`config.mk`:
```
export PLATFORM = sky130hd
export DESIGN_NAME = pirq_forwarder
export DESIGN_NICKNAME = d
export VERILOG_FILES = /design/src/rtl/fwd_pkg.sv /design/src/rtl/fwd_pick_low.sv /design/src/rtl/fwd_map_table.sv /design/src/rtl/fwd_line_fsm.sv /design/src/rtl/pirq_forwarder.sv
export SDC_FILE = /design/constraint.sdc
export NUM_CORES = 1
export LEC_CHECK = 0
export ABC_AREA = 1
export BUFFER_PORTS_ARGS = -buffer_cell sky130_fd_sc_hd__buf_4
export CORE_MARGIN = 2
export CORE_UTILIZATION = 30
export DETAILED_ROUTE_END_ITERATION = 6
export PLACE_DENSITY = 0.45
export SLEW_MARGIN = 0
export SYNTH_ARGS = -nofsm -noshare
export SYNTH_HDL_FRONTEND = slang
export SYNTH_SLANG_ARGS = --single-unit
```
`constraint.sdc`:
```
create_clock -name clk -period 2.4 [get_ports clk]
set_clock_uncertainty 0.15 [all_clocks]
set_input_delay 0.12 -clock clk [delete_from_list [all_inputs] [get_ports clk]]
set_output_delay 0.12 -clock clk [all_outputs]
set_load 0.02 [all_outputs]
```
`src/rtl/fwd_pkg.sv`:
```
package fwd_pkg;

    // Per-line interrupt lifecycle
    typedef enum logic [1:0] {
        LS_IDLE = 2'd0,
        LS_PEND = 2'd1,
        LS_HELD = 2'd2,
        LS_LIVE = 2'd3
    } line_state_e;

    // Mapping table phase
    typedef enum logic {
        CFG_OPEN   = 1'b0,
        CFG_LOCKED = 1'b1
    } cfg_state_e;

endpackage

```
`src/rtl/fwd_pick_low.sv`:
```
module fwd_pick_low #(
    parameter int N  = 8,
    parameter int IW = (N > 1) ? $clog2(N) : 1
) (
    input  logic [N-1:0]  req,
    output logic          found,
    output logic [IW-1:0] idx
);
    // Lowest set request wins
    always_comb begin
        found = 1'b0;
        idx   = '0;
        for (int i = N - 1; i >= 0; i--) begin
            if (req[i]) begin
                found = 1'b1;
                idx   = IW'(i);
            end
        end
    end
endmodule

```
`src/rtl/fwd_map_table.sv`:
```
module fwd_map_table
    import fwd_pkg::*;
#(
    parameter int NP = 8,
    parameter int NG = 4,
    parameter int NV = 8,
    parameter int PW = $clog2(NP),
    parameter int GW = $clog2(NG),
    parameter int VW = $clog2(NV)
) (
    input  logic                   clk,
    input  logic                   rst_n,
    input  logic                   wr_en,
    input  logic [PW-1:0]          wr_line,
    input  logic [GW-1:0]          wr_guest,
    input  logic [VW-1:0]          wr_virq,
    input  logic                   boot_done,
    output logic                   locked,
    output logic                   wr_reject,
    output logic [NP-1:0][GW-1:0]  guest_tab,
    output logic [NP-1:0][VW-1:0]  virq_tab
);
    cfg_state_e st_q, st_d;
    logic       dup;
    logic       open_wr;

    // state register
    always_ff @(posedge clk or negedge rst_n) begin
        if (!rst_n) st_q <= CFG_OPEN;
        else        st_q <= st_d;
    end

    always_comb begin
        st_d = st_q;
        unique case (st_q)
            CFG_OPEN:   if (boot_done) st_d = CFG_LOCKED;
            CFG_LOCKED: st_d = CFG_LOCKED;
            default:    st_d = CFG_LOCKED;
        endcase
    end

    // duplicate-pair detection against every other line
    always_comb begin
        dup = 1'b0;
        for (int j = 0; j < NP; j++) begin
            if (PW'(j) != wr_line && guest_tab[j] == wr_guest && virq_tab[j] == wr_virq)
                dup = 1'b1;
        end
    end

    assign open_wr = wr_en && (st_q == CFG_OPEN) && !boot_done;
    assign locked  = (st_q == CFG_LOCKED);

    always_ff @(posedge clk or negedge rst_n) begin
        if (!rst_n) begin
            for (int i = 0; i < NP; i++) begin
                guest_tab[i] <= GW'(i % NG);
                virq_tab[i]  <= VW'((i / NG) % NV);
            end
            wr_reject <= 1'b0;
        end else begin
            wr_reject <= open_wr && dup;
            if (open_wr && !dup) begin
                guest_tab[wr_line] <= wr_guest;
                virq_tab[wr_line]  <= wr_virq;
            end
        end
    end
endmodule

```
`src/rtl/fwd_line_fsm.sv`:
```
module fwd_line_fsm
    import fwd_pkg::*;
(
    input  logic clk,
    input  logic rst_n,
    input  logic arrive,
    input  logic ack_gnt,
    input  logic inj_gnt,
    input  logic eoi_hit,
    output logic is_pend,
    output logic is_held,
    output logic is_live,
    output logic line_active,
    output logic line_pending
);
    line_state_e st_q, st_d;
    logic        again_q, again_d;

    // state register
    always_ff @(posedge clk or negedge rst_n) begin
        if (!rst_n) begin
            st_q    <= LS_IDLE;
            again_q <= 1'b0;
        end else begin
            st_q    <= st_d;
            again_q <= again_d;
        end
    end

    // transitions
    always_comb begin
        st_d    = st_q;
        again_d = again_q;
        unique case (st_q)
            LS_IDLE: begin
                if (arrive) st_d = LS_PEND;
            end
            LS_PEND: begin
                if (ack_gnt) st_d = LS_HELD;
            end
            LS_HELD: begin
                if (inj_gnt) st_d = LS_LIVE;
                if (arrive)  again_d = 1'b1;
            end
            LS_LIVE: begin
                if (eoi_hit) begin
                    st_d    = (again_q || arrive) ? LS_PEND : LS_IDLE;
                    again_d = 1'b0;
                end else if (arrive) begin
                    again_d = 1'b1;
                end
            end
            default: st_d = LS_IDLE;
        endcase
    end

    // outputs
    always_comb begin
        is_pend      = (st_q == LS_PEND);
        is_held      = (st_q == LS_HELD);
        is_live      = (st_q == LS_LIVE);
        line_active  = is_held || is_live;
        line_pending = is_pend || again_q;
    end
endmodule

```
`src/rtl/pirq_forwarder.sv`:
```
module pirq_forwarder
    import fwd_pkg::*;
#(
    parameter int NUM_PIRQ  = 8,
    parameter int NUM_GUEST = 4,
    parameter int NUM_VIRQ  = 8
) (
    input  logic                          clk,
    input  logic                          rst_n,
    input  logic                          cfg_we,
    input  logic [$clog2(NUM_PIRQ)-1:0]   cfg_line,
    input  logic [$clog2(NUM_GUEST)-1:0]  cfg_guest,
    input  logic [$clog2(NUM_VIRQ)-1:0]   cfg_virq,
    input  logic                          boot_done,
    output logic                          cfg_reject,
    input  logic [NUM_PIRQ-1:0]           pirq_arrive,
    output logic [NUM_PIRQ-1:0]           pirq_pending,
    output logic [NUM_PIRQ-1:0]           pirq_active,
    output logic                          ack_valid,
    output logic [$clog2(NUM_PIRQ)-1:0]   ack_line,
    input  logic [NUM_GUEST-1:0]          guest_running,
    output logic                          inj_valid,
    output logic [$clog2(NUM_PIRQ)-1:0]   inj_line,
    output logic [$clog2(NUM_GUEST)-1:0]  inj_guest,
    output logic [$clog2(NUM_VIRQ)-1:0]   inj_virq,
    input  logic                          veoi_valid,
    input  logic [$clog2(NUM_GUEST)-1:0]  veoi_guest,
    input  logic [$clog2(NUM_VIRQ)-1:0]   veoi_virq,
    output logic                          veoi_bad
);
    localparam int PW = $clog2(NUM_PIRQ);
    localparam int GW = $clog2(NUM_GUEST);
    localparam int VW = $clog2(NUM_VIRQ);

    logic                        tab_locked;
    logic [NUM_PIRQ-1:0][GW-1:0] tab_guest;
    logic [NUM_PIRQ-1:0][VW-1:0] tab_virq;

    logic [NUM_PIRQ-1:0] is_pend, is_held, is_live;
    logic [NUM_PIRQ-1:0] ack_gnt, inj_gnt, eoi_hit, inj_ready;
    logic                ack_found, inj_found;
    logic [PW-1:0]       ack_pick, inj_pick;

    fwd_map_table #(
        .NP(NUM_PIRQ), .NG(NUM_GUEST), .NV(NUM_VIRQ)
    ) u_tab (
        .clk       (clk),
        .rst_n     (rst_n),
        .wr_en     (cfg_we),
        .wr_line   (cfg_line),
        .wr_guest  (cfg_guest),
        .wr_virq   (cfg_virq),
        .boot_done (boot_done),
        .locked    (tab_locked),
        .wr_reject (cfg_reject),
        .guest_tab (tab_guest),
        .virq_tab  (tab_virq)
    );

    // eligibility per line
    always_comb begin
        for (int i = 0; i < NUM_PIRQ; i++) begin
            inj_ready[i] = is_held[i] && guest_running[tab_guest[i]];
            eoi_hit[i]   = veoi_valid && is_live[i]
                           && tab_guest[i] == veoi_guest
                           && tab_virq[i] == veoi_virq;
        end
    end

    fwd_pick_low #(.N(NUM_PIRQ), .IW(PW)) u_ack_pick (
        .req(is_pend), .found(ack_found), .idx(ack_pick)
    );

    fwd_pick_low #(.N(NUM_PIRQ), .IW(PW)) u_inj_pick (
        .req(inj_ready), .found(inj_found), .idx(inj_pick)
    );

    always_comb begin
        for (int i = 0; i < NUM_PIRQ; i++) begin
            ack_gnt[i] = ack_found && (ack_pick == PW'(i));
            inj_gnt[i] = inj_found && (inj_pick == PW'(i));
        end
    end

    for (genvar g = 0; g < NUM_PIRQ; g++) begin : g_line
        fwd_line_fsm u_line (
            .clk          (clk),
            .rst_n        (rst_n),
            .arrive       (pirq_arrive[g]),
            .ack_gnt      (ack_gnt[g]),
            .inj_gnt      (inj_gnt[g]),
            .eoi_hit      (eoi_hit[g]),
            .is_pend      (is_pend[g]),
            .is_held      (is_held[g]),
            .is_live      (is_live[g]),
            .line_active  (pirq_active[g]),
            .line_pending (pirq_pending[g])
        );
    end

    // registered event outputs
    always_ff @(posedge clk or negedge rst_n) begin
        if (!rst_n) begin
            ack_valid <= 1'b0;
            ack_line  <= '0;
            inj_valid <= 1'b0;
            inj_line  <= '0;
            inj_guest <= '0;
            inj_virq  <= '0;
            veoi_bad  <= 1'b0;
        end else begin
            ack_valid <= ack_found;
            ack_line  <= ack_pick;
            inj_valid <= inj_found;
            inj_line  <= inj_pick;
            inj_guest <= tab_guest[inj_pick];
            inj_virq  <= tab_virq[inj_pick];
            veoi_bad  <= veoi_valid && (eoi_hit == '0);
        end
    end
endmodule

```
==> metrics.cfg <==
[outcome]
status = completed

[finish]
antenna_cells = 0
drive_gt1_share_pct = 16.8
fin_util_pct = 36.5
fin_cells = 1156
finalNetCount = 948
final_area_sq_mm = 0.00714
syn_to_final_growth_pct = 18.5

[yosys]
synth_seq_cells = 80
synth_mux_area_share_pct = 0
yosysWarnings = 0
synth_top_area_share_pct = 28.2
synth_edf_count = 0
synth_top_family_by_area = simple AND/OR/NAND/NOR gates
synth_adder_area_share_pct = 6.64
yosys-top-cells-area = dfrtp_1 28%, nand2_1 13%, ha_1 6.6%
synthArstFlopShare_pct = 100
synth.largest_area_cell = dfrtp_1
synth-main-ff-cell = dfrtp_1
synth_xor_area_share_pct = 4.36
synth_compound_area_share_pct = 14.4
synth-seq-area-share_pct = 33.4
synth.most_common_cell = nand2_1
synth.net_count = 894
ys_top_cells_by_count = 202 x nand2_1, 94 x inv_1, 68 x dfrtp_1, 68 x nand3_1, 56 x o21ai_0
ys_types = 44
syn_inst = 832
syn_area_sq_mm = 0.00603
yosys.area_share.simple_pct = 30.2
syn_area_per_cell_sq_um = 7.25

[die]
rows = 51
die_y_microns = 146
die-area_sq_mm = 0.0213
die_x_microns = 146
start_util_pct = 30.8
core_area_sq_mm = 0.0196
pin_count = 61

[sta]
finalSetupViolCount = 0
fmax_ghz = 0.440
report.final.slew_viol_count = 0
slew_headroom_pct = 63.9
rsz0062_at_grt = yes
worst_pin_slew_ns = 0.542
hold_viol_final = 0
finalCriticalPeriod_ns = 2.27
fin_crit_sh_pct = 94.6
setup_ws_ns = 0.130

[worst_setup_path]
cp_max_fo = 6
worstReg2RegStart = u_tab.guest_tab[5]
crit_start = u_tab.guest_tab[5]
crit_slowest_cell = dfstp_2
slowest_delay_ns = 0.59
path_class = reg2reg
worstSetupStartpointType = flop
worstPathRequired_ns = 2.48
reg2reg_slack_ns = 0.13
r2r_end = inj_virq[1]
worstPathCellList = inv_1 > o211ai_1 > nand2_1 > nand2_1 > nand2_1 > nor3_4 > buf_4 > nand3_1 > nor2_1 > nor2_1
crit_arrival_ns = 2.35
cp-end-kind = flop
cp_common_cell = nand2_1
reg2reg_depth = 10

[clock_network]
clk_pin_slew_ns = 0.06
cts-root-buf = clkbuf_16
clock_path_buffers = 2
htreeDepth = 3
insertion_delay_ns = 0.35
cts_tree = done
cts_buffers = 9
clock_sinks = 80

[placement]
dp_slack_ns = 0.0135
dp_hpwl_microns = 15000
io_buffers = 60
place_inst = 1130
routabilityCongestion = 0.855
placed_cell_area_sq_mm = 0.00670

[power_and_ir_drop]
p_per_area_mw_per_mm2 = 1020
ir_drop_mv = 0.437
fin_total_pwr_uw = 7270
p_leak_uw = 0.00345

[grt]
grt_pass1_wl_microns = 31000
track_usage_pct = 18.6
grt_pass1_vias = 5564
antenna_found_initial = 0
grt_overflow_total = 0
grt_max_degree = 53

[worst_hold_path]
holdPathStages = 5
min_delay_worst_endpoint = g_line[1].u_line.st_q[0]
min_path_type = in2reg
worstHoldStart = pirq_arrive[1]

[job]
max_cap_violations = 0

[drt]
wl_per_cell_microns = 16.9
ant_nets = 0
viasPerCell = 5.02
drt_wl_total_microns = 19600
drc = 0
vias = 5800
drtIter0Drc = 470
dr.pass1.iters = 6

==> cell usage in the layout (no fill, tap or decap), types with 3 or more instances in the layout <==
cell	instances
a211oi_1	4
a21oi_1	32
a221oi_1	4
a22oi_1	3
buf_4	82
clkbuf_16	9
clkinv_2	3
dfrtp_1	67
dfstp_2	12
dlygate4sd3_1	8
ha_1	31
inv_1	93
nand2_1	201
nand2_2	4
nand3_1	67
nand3_2	3
nand4_1	27
nand4_2	8
nor2_1	52
nor2_2	3
nor3_1	13
o211ai_1	10
o21ai_0	54
o21ai_1	14
o22ai_1	19
or2_2	7
xnor2_1	12
xor2_1	18
==> sequential cells by signal, summed over array words and instances (netlist names), 2 cells and up <==
name	cells
inj_virq	3
g_line.u_line.again_q	8
u_tab.guest_tab	16
inj_line	3
inj_guest	2
u_tab.virq_tab	24
g_line.u_line.st_q	16
ack_line	3
==> area by class of cell <==
type                    count  area (sq um)
clock buffers              10           229
clock inverters             6          83.8
fillers                  2084         12400
inverters                  96           360
multi-input cells         607          3390
flip-flops and latches     80          2020
well taps                 265           332
repair buffers             92           736
==> cells by family after synthesis <==
group | Yosys count
XOR/XNOR | 30
AND/OR/NAND/NOR | 395
AO/OA/AOI/OAI | 150
adder cells (fa/ha/maj) | 32
flip-flops | 80
buffers and inverters | 145
==> report_power, final <==
part           switching [uW]  total (uW)  internal [uW]
Combinational            2470        3920           1450
Clock                     596        1500            908
Sequential                224        1850           1620
==> per-layer routing <==
| metal | part of all wire (%) | global-route usage [%] | vias to the layer above |
|---|---|---|---|
| met5 | 0 | 0 | - |
| met4 | 1.9 | 5.59 | 0 |
| met3 | 4.1 | 3.26 | 25 |
| met2 | 45 | 29.4 | 137 |
| met1 | 49 | 26.1 | 2772 |
| li1 | - | - | 2866 |
==> what timing repair did <==
item / 4_1_cts / 5_1_grt
setup endpoints to repair: 2 / 12
hold buffers: 8 / 0
cloned: 0 / 0
hold endpoints to repair: 40 / 0
gates resized for setup: 1 / 12
setup buffers: 0 / 2
pin swaps: 0 / 4
==> worst max path at each step <==
| stage | slack, ns | to | depth (start not counted) |
|---|---|---|---|
| after CTS | 0.005 | g_line[7].u_line.st_q[0] | 13 |
| after detailed placement | 0.01 | g_line[7].u_line.st_q[0] | 13 |
| after floorplan | 0.38 | g_line[4].u_line.st_q[1] | 14 |
| after global placement | 0.03 | g_line[7].u_line.st_q[0] | 13 |
| final | 0.13 | inj_virq[1] | 10 |
| after global routing | -0.01 | u_tab.virq_tab[17] | 9 |
==> through the flow <==
step	hold slack, ns	TNS (ns)
5_1_grt	0.0321	-0.0296
4_1_cts	0.000210	0
6_report	0.00973	0
3_3_place_gp	-0.0478	0
2_1_floorplan	-0.326	0
3_5_place_dp	-0.0524	0
==> worst max-delay path: cells and delay by family (launching register included) <==
kind	cells	cell delay, ns
AOI/OAI and AO/OA	1	0.11
buffers and inverters	2	0.31
DFF	1	0.59
and+or+nand+nor	7	0.97
(Power assumes the default switching activity.)
